File: src/rtl/dbloop_pkg.sv
package dbloop_pkg;

  typedef struct packed {
    logic n;
    logic z;
    logic v;
    logic c;
  } ccr_t;

  typedef enum logic [1:0] {
    PATH_HIT  = 2'd0,
    PATH_WRAP = 2'd1,
    PATH_LOOP = 2'd2
  } path_e;

  localparam int unsigned COST_HIT  = 12;
  localparam int unsigned COST_WRAP = 14;
  localparam int unsigned COST_LOOP = 10;
  localparam int unsigned COND_W    = 4;

endpackage

File: src/rtl/dbloop_cond.sv
module dbloop_cond
  import dbloop_pkg::*;
(
  input  logic [COND_W-1:0] code_i,
  input  ccr_t              ccr_i,
  output logic              hit_o
);

  logic sign_match;
  assign sign_match = (ccr_i.n == ccr_i.v);

  always_comb begin
    unique case (code_i)
      4'd0:    hit_o = 1'b1;
      4'd1:    hit_o = 1'b0;
      4'd2:    hit_o = !ccr_i.c && !ccr_i.z;
      4'd3:    hit_o = ccr_i.c || ccr_i.z;
      4'd4:    hit_o = !ccr_i.c;
      4'd5:    hit_o = ccr_i.c;
      4'd6:    hit_o = !ccr_i.z;
      4'd7:    hit_o = ccr_i.z;
      4'd8:    hit_o = !ccr_i.v;
      4'd9:    hit_o = ccr_i.v;
      4'd10:   hit_o = !ccr_i.n;
      4'd11:   hit_o = ccr_i.n;
      4'd12:   hit_o = sign_match;
      4'd13:   hit_o = !sign_match;
      4'd14:   hit_o = sign_match && !ccr_i.z;
      default: hit_o = ccr_i.z || !sign_match;
    endcase
  end

endmodule

File: src/rtl/dbloop_step.sv
module dbloop_step
  import dbloop_pkg::*;
#(
  parameter int unsigned DATA_W = 32,
  parameter int unsigned CNT_W  = 16,
  parameter int unsigned ADDR_W = 32,
  parameter int unsigned DISP_W = 16
) (
  input  logic              hit_i,
  input  logic [DATA_W-1:0] cur_i,
  input  logic [ADDR_W-1:0] pc_i,
  input  logic [DISP_W-1:0] disp_i,
  output logic [DATA_W-1:0] new_o,
  output logic              we_o,
  output logic [ADDR_W-1:0] next_pc_o,
  output path_e             path_o
);

  localparam int unsigned HI_W  = DATA_W - CNT_W;
  localparam int unsigned EXT_W = ADDR_W - DISP_W;

  logic [CNT_W-1:0]  cnt_dec;
  logic [HI_W-1:0]   hi_keep;
  logic              wrapped;
  logic [ADDR_W-1:0] fall_pc;
  logic [ADDR_W-1:0] back_pc;

  assign hi_keep = cur_i[DATA_W-1:CNT_W];
  assign cnt_dec = cur_i[CNT_W-1:0] - CNT_W'(1);
  assign wrapped = &cnt_dec;
  assign fall_pc = pc_i + ADDR_W'(2);
  assign back_pc = pc_i + {{EXT_W{disp_i[DISP_W-1]}}, disp_i};

  always_comb begin
    if (hit_i) begin
      new_o     = cur_i;
      we_o      = 1'b0;
      next_pc_o = fall_pc;
      path_o    = PATH_HIT;
    end else begin
      new_o = {hi_keep, cnt_dec};
      we_o  = 1'b1;
      if (wrapped) begin
        next_pc_o = fall_pc;
        path_o    = PATH_WRAP;
      end else begin
        next_pc_o = back_pc;
        path_o    = PATH_LOOP;
      end
    end
  end

endmodule

File: src/rtl/dbloop_regfile.sv
module dbloop_regfile #(
  parameter int unsigned DEPTH  = 8,
  parameter int unsigned DATA_W = 32,
  localparam int unsigned IDX_W = $clog2(DEPTH)
) (
  input  logic              clk,
  input  logic              rst,
  input  logic [IDX_W-1:0]  rd_idx_i,
  output logic [DATA_W-1:0] rd_val_o,
  input  logic              sw_en_i,
  input  logic [IDX_W-1:0]  sw_idx_i,
  input  logic [DATA_W-1:0] sw_val_i,
  input  logic              ld_en_i,
  input  logic [IDX_W-1:0]  ld_idx_i,
  input  logic [DATA_W-1:0] ld_val_i
);

  logic [DATA_W-1:0] mem [DEPTH];

  for (genvar g = 0; g < DEPTH; g++) begin : g_entry
    always_ff @(posedge clk) begin
      if (rst) begin
        mem[g] <= '0;
      end else if (sw_en_i && sw_idx_i == IDX_W'(g)) begin
        mem[g] <= sw_val_i;
      end else if (ld_en_i && ld_idx_i == IDX_W'(g)) begin
        mem[g] <= ld_val_i;
      end
    end
  end

  assign rd_val_o = mem[rd_idx_i];

  // step writeback dominates a same-cycle load to the same counter
  a_r9_step_wins: assert property (@(posedge clk) disable iff (rst)
    (sw_en_i && ld_en_i && sw_idx_i == ld_idx_i) |=> mem[$past(sw_idx_i)] == $past(sw_val_i));

  // a load with no competing step lands
  a_r9_load_lands: assert property (@(posedge clk) disable iff (rst)
    (ld_en_i && !(sw_en_i && sw_idx_i == ld_idx_i)) |=> mem[$past(ld_idx_i)] == $past(ld_val_i));

endmodule

File: src/rtl/dbloop_unit.sv
module dbloop_unit
  import dbloop_pkg::*;
#(
  parameter int unsigned DATA_W = 32,
  parameter int unsigned CNT_W  = 16,
  parameter int unsigned ADDR_W = 32,
  parameter int unsigned DISP_W = 16,
  parameter int unsigned NREG   = 8,
  parameter int unsigned OP_W   = 16,
  parameter int unsigned CYC_W  = 5,
  localparam int unsigned IDX_W = $clog2(NREG)
) (
  input  logic              clk,
  input  logic              rst,
  input  logic              step_i,
  input  logic [OP_W-1:0]   opcode_i,
  input  logic [3:0]        ccr_i,
  input  logic [ADDR_W-1:0] pc_i,
  input  logic [DISP_W-1:0] disp_i,
  input  logic              ld_en_i,
  input  logic [IDX_W-1:0]  ld_idx_i,
  input  logic [DATA_W-1:0] ld_val_i,
  output logic              done_o,
  output logic [DATA_W-1:0] cnt_o,
  output logic              cnt_we_o,
  output logic [ADDR_W-1:0] next_pc_o,
  output logic [CYC_W-1:0]  cycles_o
);

  localparam int unsigned COND_LSB = 8;

  logic [COND_W-1:0] cond_code;
  logic [IDX_W-1:0]  cnt_idx;
  logic              unused_op_bits;
  logic              cond_hit;
  logic [DATA_W-1:0] rd_val;
  logic [DATA_W-1:0] new_val;
  logic              new_we;
  logic [ADDR_W-1:0] new_pc;
  path_e             path;
  logic [CYC_W-1:0]  new_cost;

  assign cond_code      = opcode_i[COND_LSB +: COND_W];
  assign cnt_idx        = opcode_i[IDX_W-1:0];
  assign unused_op_bits = ^{opcode_i[OP_W-1:COND_LSB+COND_W], opcode_i[COND_LSB-1:IDX_W]};

  dbloop_cond u_cond (
    .code_i (cond_code),
    .ccr_i  (ccr_t'(ccr_i)),
    .hit_o  (cond_hit)
  );

  dbloop_regfile #(
    .DEPTH  (NREG),
    .DATA_W (DATA_W)
  ) u_rf (
    .clk      (clk),
    .rst      (rst),
    .rd_idx_i (cnt_idx),
    .rd_val_o (rd_val),
    .sw_en_i  (step_i && new_we),
    .sw_idx_i (cnt_idx),
    .sw_val_i (new_val),
    .ld_en_i  (ld_en_i),
    .ld_idx_i (ld_idx_i),
    .ld_val_i (ld_val_i)
  );

  dbloop_step #(
    .DATA_W (DATA_W),
    .CNT_W  (CNT_W),
    .ADDR_W (ADDR_W),
    .DISP_W (DISP_W)
  ) u_step (
    .hit_i     (cond_hit),
    .cur_i     (rd_val),
    .pc_i      (pc_i),
    .disp_i    (disp_i),
    .new_o     (new_val),
    .we_o      (new_we),
    .next_pc_o (new_pc),
    .path_o    (path)
  );

  always_comb begin
    unique case (path)
      PATH_HIT:  new_cost = CYC_W'(COST_HIT);
      PATH_WRAP: new_cost = CYC_W'(COST_WRAP);
      default:   new_cost = CYC_W'(COST_LOOP);
    endcase
  end

  always_ff @(posedge clk) begin
    if (rst) begin
      done_o    <= 1'b0;
      cnt_o     <= '0;
      cnt_we_o  <= 1'b0;
      next_pc_o <= '0;
      cycles_o  <= '0;
    end else begin
      done_o <= step_i;
      if (step_i) begin
        cnt_o     <= new_val;
        cnt_we_o  <= new_we;
        next_pc_o <= new_pc;
        cycles_o  <= new_cost;
      end
    end
  end

  // completion follows each request and only a request
  a_r8_done_after_step: assert property (@(posedge clk) disable iff (rst)
    step_i |=> done_o);
  a_r8_no_spurious_done: assert property (@(posedge clk) disable iff (rst)
    !step_i |=> !done_o);
  a_r8_hold_results: assert property (@(posedge clk) disable iff (rst)
    !step_i |=> ($stable(next_pc_o) && $stable(cnt_o) && $stable(cycles_o)));

  // condition met means fall through with no counter write
  a_r1_hit_exit: assert property (@(posedge clk) disable iff (rst)
    (done_o && !cnt_we_o) |-> (next_pc_o == $past(pc_i) + ADDR_W'(2) &&
                                cycles_o == CYC_W'(COST_HIT) && cnt_o == $past(rd_val)));

  // decrement touches only the count field
  a_r2_upper_kept: assert property (@(posedge clk) disable iff (rst)
    (done_o && cnt_we_o) |-> (cnt_o[DATA_W-1:CNT_W] == $past(rd_val[DATA_W-1:CNT_W]) &&
                               cnt_o[CNT_W-1:0] == CNT_W'($past(rd_val[CNT_W-1:0]) - CNT_W'(1))));

  // count wrapped to all ones leaves the loop
  a_r3_wrap_exit: assert property (@(posedge clk) disable iff (rst)
    (done_o && cnt_we_o && (&cnt_o[CNT_W-1:0])) |->
      (cycles_o == CYC_W'(COST_WRAP) && next_pc_o == $past(pc_i) + ADDR_W'(2)));

  // otherwise branch back by the signed displacement
  a_r4_loop_back: assert property (@(posedge clk) disable iff (rst)
    (done_o && cnt_we_o && !(&cnt_o[CNT_W-1:0])) |->
      (cycles_o == CYC_W'(COST_LOOP) &&
       next_pc_o == $past(pc_i) + {{(ADDR_W-DISP_W){$past(disp_i[DISP_W-1])}}, $past(disp_i)}));

  // the never-true code always counts
  a_r6_never_counts: assert property (@(posedge clk) disable iff (rst)
    (step_i && cond_code == COND_W'(1)) |=> cnt_we_o);

endmodule

File: config.mk
export PLATFORM = sky130hd
export DESIGN_NAME = dbloop_unit
export DESIGN_NICKNAME = d
export VERILOG_FILES = /design/src/rtl/dbloop_pkg.sv /design/src/rtl/dbloop_cond.sv /design/src/rtl/dbloop_step.sv /design/src/rtl/dbloop_regfile.sv /design/src/rtl/dbloop_unit.sv
export SDC_FILE = /design/constraint.sdc
export NUM_CORES = 1
export LEC_CHECK = 0
export BUFFER_PORTS_ARGS = -buffer_cell sky130_fd_sc_hd__buf_4
export CAP_MARGIN = 20
export CORE_MARGIN = 3
export CORE_UTILIZATION = 60
export DETAILED_ROUTE_END_ITERATION = 10
export GPL_TIMING_DRIVEN = 0
export PLACE_DENSITY = 0.87
export SLEW_MARGIN = 20
export SYNTH_ARGS = -nofsm -noshare
export SYNTH_HDL_FRONTEND = slang
export SYNTH_SLANG_ARGS = --single-unit
File: constraint.sdc
create_clock -name clk -period 6.65 [get_ports clk]
set_input_delay 1.6625 -clock clk [delete_from_list [all_inputs] [get_ports clk]]
set_output_delay 1.6625 -clock clk [all_outputs]
set_load 0.01 [all_outputs]
Word-level counts from Yosys, hierarchy flattened
Memories as Yosys holds them, arrays and structs flattened.
Cells that the tools add are included.
Widths: inputs -> output; s select.
Word-level totals
  register bits: 71
  logic and storage cells: 168
  input port bits: 107
  memories: 1
  bits in writable memories: 256
Memory list
  u_rf.mem: depth 8, width 32, read ports 1, clocked after memory_dff 0, write ports 8, line dbloop_regfile.sv:18  | logic [DATA_W-1:0] mem [DEPTH];
Cells by class
  equality and inequality tests: 30
  muxes and demuxes: 82
  bitwise gates (word level): 16
  reductions and logical operators: 31
  $add $sub $neg: 3
Operators with widths (number)
  $mux 32: 18
  $mux 1: 59
  $add 32x2->32 const B: 1
  $add 32x32->32: 1
  $eq 4x4->1 const B: 7
  $eq 3x3->1 const B: 8
  $logic_and 1x1->1: 19
  $eq 4x3->1 const B: 4
  $mux 16: 1
  $or 1x1->1: 16
  $reduce_and 16->1: 1
  $sub 16x1->16 const B: 1
  $pmux 1 s15: 1
  $eq 3x2->1 const B: 4
  $eq 4x2->1 const B: 2
  $eq 3x1->1 const B: 2
  $logic_not 3->1: 2
  $pmux 3 s2: 1
  $logic_not 1->1: 5
  $eq 4x1->1 const B: 1
  $logic_not 4->1: 1
  $mux 2: 2
  $eq 2x1->1 const B: 1
  $logic_not 2->1: 1
  other kinds (2): 3

Logic depth before layout (Yosys ltp)
  depth after elaboration: 12
  gate-level depth with buffers: 17
  gate-level depth less buffers: 13

By module
Synthesis repeated with hierarchy kept, for this count alone.
Unflattened totals
  cell total of the unflattened synthesis: 1581
  area, all modules: 18630.4 µm²
By module, submodules not included
  dbloop_regfile: seq. area each 7687.4 µm², cells each 866, area each 12958.7 µm², instances 1
  dbloop_step: seq. area each 0.0 µm², cells each 467, area each 3037.9 µm², instances 1
  dbloop_unit: seq. area each 1381.3 µm², cells each 227, area each 2493.6 µm², instances 1
  dbloop_cond: seq. area each 0.0 µm², cells each 21, area each 140.1 µm², instances 1

Least setup slack after synthesis
No wires, ideal clock.
  path kind: input to register
  start: input opcode_i[2]
  end: register next_pc_o[31]
  library setup time: 0.122 ns
  data arrival time: 4.866 ns
  slack: 1.662 ns
  stages on the path: 15
  cells stage by stage: buf_2 > mux2_2 > o22a_1 > o211ai_4 > ha_1 > a21bo_2 > or4b_1 > clkbuf_1 > mux2i_1 > o32ai_1 > nand3_1 > o21ai_4 > buf_6 > nor4_1 > a311o_1
Between the ends
  word-level cells in the longest chain between the ends: 5
Ends and longest elaborated chain
  start, declared: line dbloop_unit.sv:16  | input logic [OP_W-1:0] opcode_i,
  $mem_v2 8x32
  $sub 16x1->16: line dbloop_step.sv:29  | assign cnt_dec = cur_i[CNT_W-1:0] - CNT_W'(1);
  $reduce_and 16->1: line dbloop_step.sv:30  | assign wrapped = &cnt_dec;
  $mux 32: line dbloop_step.sv:43  | if (wrapped) begin
  $mux 32: line dbloop_step.sv:35  | if (hit_i) begin
  end signal, assigned: line dbloop_unit.sv:105  | next_pc_o <= new_pc;
  end, declared: line dbloop_unit.sv:26  | output logic [ADDR_W-1:0] next_pc_o,
Every way passes these cells.
A chain may end at the register's enable or synchronous reset.

==> impl_metrics.json <==
{
  "synth_async_sr_flop_share_pct": 0,
  "critPathMostFrequentCell": "sky130_fd_sc_hd__buf_2",
  "fin_util_pct": 70.35,
  "cts_max_path_buffers": 3,
  "cell_leakage_power_uw": 0.007883,
  "tritoncts_clock_tree": "built",
  "timing.critical_path.to_type": "register",
  "drt_pre_antenna_iters": 7,
  "post_cts_buffers": 0,
  "rrSetupSlack_ns": 2.37,
  "synthesis.yosys.warnings": 0,
  "cell_internal_pwr_uw": 3709,
  "design_power_total_uw": 5144,
  "drt.antenna.violating_nets": 0,
  "multi_input_area_mm2": 0.008531,
  "num_rows": 63,
  "max_slew.worst_pin.slew_ns": 1.149,
  "pwr-share-seq_pct": 46.3,
  "cts.sink_count": 325,
  "number_of_antenna_violations_at_the_first_check_in_global_routing": 4,
  "synth_top_flop_cell": "sky130_fd_sc_hd__edfxtp_1",
  "largest_net_degree_at_the_start_of_global_routing": 23,
  "placedCellCount": 2230,
  "tritoncts.num_buffers": 31,
  "synthDominantAreaCellType": "sky130_fd_sc_hd__edfxtp_1",
  "p_switching_uw": 1436,
  "yosys-top-cells-area": "sky130_fd_sc_hd__edfxtp_1, sky130_fd_sc_hd__dfxtp_1, sky130_fd_sc_hd__mux4_2, sky130_fd_sc_hd__a22o_1, sky130_fd_sc_hd__nand2_1",
  "ir_drop_v": 0.0002117,
  "synth_cells": 1695,
  "finalHoldViolations": 0,
  "path_cells": "buf_4 -> buf_2 -> buf_2 -> buf_2 -> buf_1 -> nand3_1 -> nor3_1 -> or3_2 -> buf_12",
  "grt_overflow_total": 0,
  "timing.final.setup_violations": 0,
  "cts.clk_slew.worst_paths_ns": 0.07,
  "cts.root.buffer_cell": "sky130_fd_sc_hd__clkbuf_16",
  "hold_path_class": "reg -> reg",
  "max_freq_mhz": 180.4,
  "cts.htree.levels": 1,
  "port-buffer-count": 132,
  "r2r-end": "next_pc_o[26]$_SDFFE_PP0P_",
  "grt.total_usage_pct": 35.46,
  "cp_slowest_cell": "sky130_fd_sc_hd__nor3_1",
  "final-seq-area_mm2": 0.009069,
  "pre_cts_ws_ns": 0.7220,
  "io_pins": 178,
  "routed_via_density": 7.055,
  "timing.critical_path.fanout_max": 20,
  "required_ns": 6.92,
  "switching_share_pct": 27.91,
  "floorplan.die.height_um": 180.4,
  "pwr-share-clk_pct": 35.2,
  "setup_slack_of_the_critical_path_after_layout_ns": 1.108,
  "area.growth.synth_to_final_pct": 14.81,
  "route.detailed.drc": 0,
  "grt_pass1_vias": 15880,
  "wl_per_cell_um": 26.18,
  "critPathLaunchType": "primary input",
  "detailroute.via_count": 16150,
  "num-nets-final": 2014,
  "clkLatencyLatePin_ns": 0.58,
  "cts_repair_resize_count": 0,
  "cts_hold_buf": 0,
  "worst_path_largest_cell_delay_ns": 1.00,
  "fraction_of_layout_cells_with_a_size_suffix_above_1_pct": 16.61,
  "run_status": "finished clean",
  "synth.cell_area_mm2": 0.01826,
  "syn_avg_cell_area_um2": 10.77,
  "drv_cap": 0,
  "wire_length_of_the_first_global_routing_pass_um": 90430,
  "rsz0062_at_grt": "no",
  "final-max-slew-violation-count": 0,
  "die_area_mm2": 0.03256,
  "die_w_um": 180.4,
  "drt-initial-drc-count": 2625,
  "synth_edf_count": 256,
  "mostFrequentLayoutCell": "sky130_fd_sc_hd__edfxtp_1",
  "critPathCapture": "u_rf.mem[4][18]$_SDFFCE_PN0P_",
  "initial_utilization_pct": 61.27,
  "cp-startpoint": "opcode_i[2]",
  "tmin_final_ns": 5.542,
  "combPwrFrac_pct": 18.4,
  "post_synth_num_cell_types": 93,
  "synth_top_area_share_pct": 42.11,
  "pwr_density_mw_per_mm2": 245.4,
  "nFillCells": 2030,
  "fin_worst_skew_ns": 0.01201,
  "synth_sequential_area_ratio_pct": 49.67,
  "reg2regPathDepth": 14,
  "post_detailed_placement_half_perimeter_wirelength_um": 40890,
  "worst-endpoint-arrival_ns": 5.81,
  "routed_wl_um": 59930,
  "min_delay_path_depth": 2,
  "placer_congestion_estimate": 0.9800,
  "synth.ff_latch_count": 325,
  "final_cell_count_no_fill": 2289,
  "final.period_utilization_pct": 83.34,
  "core_area_mm2": 0.02980,
  "critical_path_type": "in -> reg",
  "most-common-layout-cells": "sky130_fd_sc_hd__edfxtp_1, sky130_fd_sc_hd__nand2_1, sky130_fd_sc_hd__nor2_1, sky130_fd_sc_hd__buf_4, sky130_fd_sc_hd__o21ai_0",
  "reg2reg_from": "u_rf.mem[4][0]$_SDFFCE_PN0P_",
  "timing.slew.headroom_pct": 22.81
}
[worst min path at each step]
stage	from	to	slack, ns
after floorplan	next_pc_o[26]$_SDFFE_PP0P_	next_pc_o[26]$_SDFFE_PP0P_	0.48
after global placement	cycles_o[1]$_SDFFE_PP0P_	cycles_o[1]$_SDFFE_PP0P_	0.46
after detailed placement	cycles_o[1]$_SDFFE_PP0P_	cycles_o[1]$_SDFFE_PP0P_	0.46
after CTS	cycles_o[1]$_SDFFE_PP0P_	cycles_o[1]$_SDFFE_PP0P_	0.48
after global routing	cycles_o[1]$_SDFFE_PP0P_	cycles_o[1]$_SDFFE_PP0P_	0.49
final	cycles_o[1]$_SDFFE_PP0P_	cycles_o[1]$_SDFFE_PP0P_	0.48
[flip-flops by register name (all words and copies together) (netlist names)]
signal     cells
cycles_o       3
cnt_we_o       1
next_pc_o     32
u_rf.mem     256
cnt_o         32
done_o         1
[synthesized netlist by cell type, types with 35 or more instances]
cell type / instances
sky130_fd_sc_hd__mux2i_1: 71
sky130_fd_sc_hd__a22o_1: 113
sky130_fd_sc_hd__a21oi_1: 51
sky130_fd_sc_hd__clkbuf_1: 83
sky130_fd_sc_hd__o21ai_0: 135
sky130_fd_sc_hd__dfxtp_1: 69
sky130_fd_sc_hd__mux4_2: 47
sky130_fd_sc_hd__nand3_1: 48
sky130_fd_sc_hd__nand2_1: 192
sky130_fd_sc_hd__xnor2_1: 44
sky130_fd_sc_hd__nor2_1: 169
sky130_fd_sc_hd__a211oi_1: 35
sky130_fd_sc_hd__edfxtp_1: 256
[power groups by stage]
stage | clock network (uW) | registers, uW | logic, uW
after global routing | 1860 | 2390 | 1000
after global placement | 0 | 2420 | 870
after floorplan | 0 | 2420 | 561
after detailed placement | 0 | 2420 | 909
after CTS | 1780 | 2380 | 918
final | 1810 | 2380 | 949
[metal layers]
| metal | global-route usage [%] | wire length (um) |
|---|---|---|
| met1 | 45.46 | 20340 |
| met2 | 56.33 | 27270 |
| met3 | 9.588 | 9072 |
| met4 | 17.16 | 3225 |
| met5 | 0 | 27 |
[layout make-up]
class	count	area share, %
multi-input combinational	1215	40.70
tap	390	2.328
clock buffer	45	4.191
antenna	2	0.02388
inverter	16	0.2865
clock inverter	12	0.6387
timing repair buffer	144	5.581
buffer	140	2.985
sequential	325	43.27
[stage by stage]
step | hold slack, ns | cell area (um2) | TNS [ns]
after floorplan | 0.4844 | 18260 | 0
after global placement | 0.4580 | 19740 | -0.3345
after detailed placement | 0.4633 | 19930 | 0
after CTS | 0.4756 | 20940 | 0
after global routing | 0.4928 | 20960 | 0
final | 0.4760 | 20960 | 0
[critical path, delay by kind of cell]
family / cells / cell delay [ns]
buffers and inverters: 6 / 2.10
AND/OR/NAND/NOR: 3 / 2.02
[logic make-up (layout without fill, tap and decap cells)]
| logic type | count (synthesis) | in the layout | synth area share (%) |
|---|---|---|---|
| compound gates | 444 | 444 | 17.02 |
| xor+xnor | 71 | 71 | 3.406 |
| fa+ha+maj | 34 | 34 | 2.371 |
| buf+inv | 156 | 357 | 3.749 |
| flops | 325 | 325 | 49.67 |
| mux | 127 | 127 | 10.41 |
| other cells | 1 | 4 | 0.02054 |
| simple gates | 537 | 537 | 13.35 |
No activity file was read; power rests on OpenSTA's default activity.
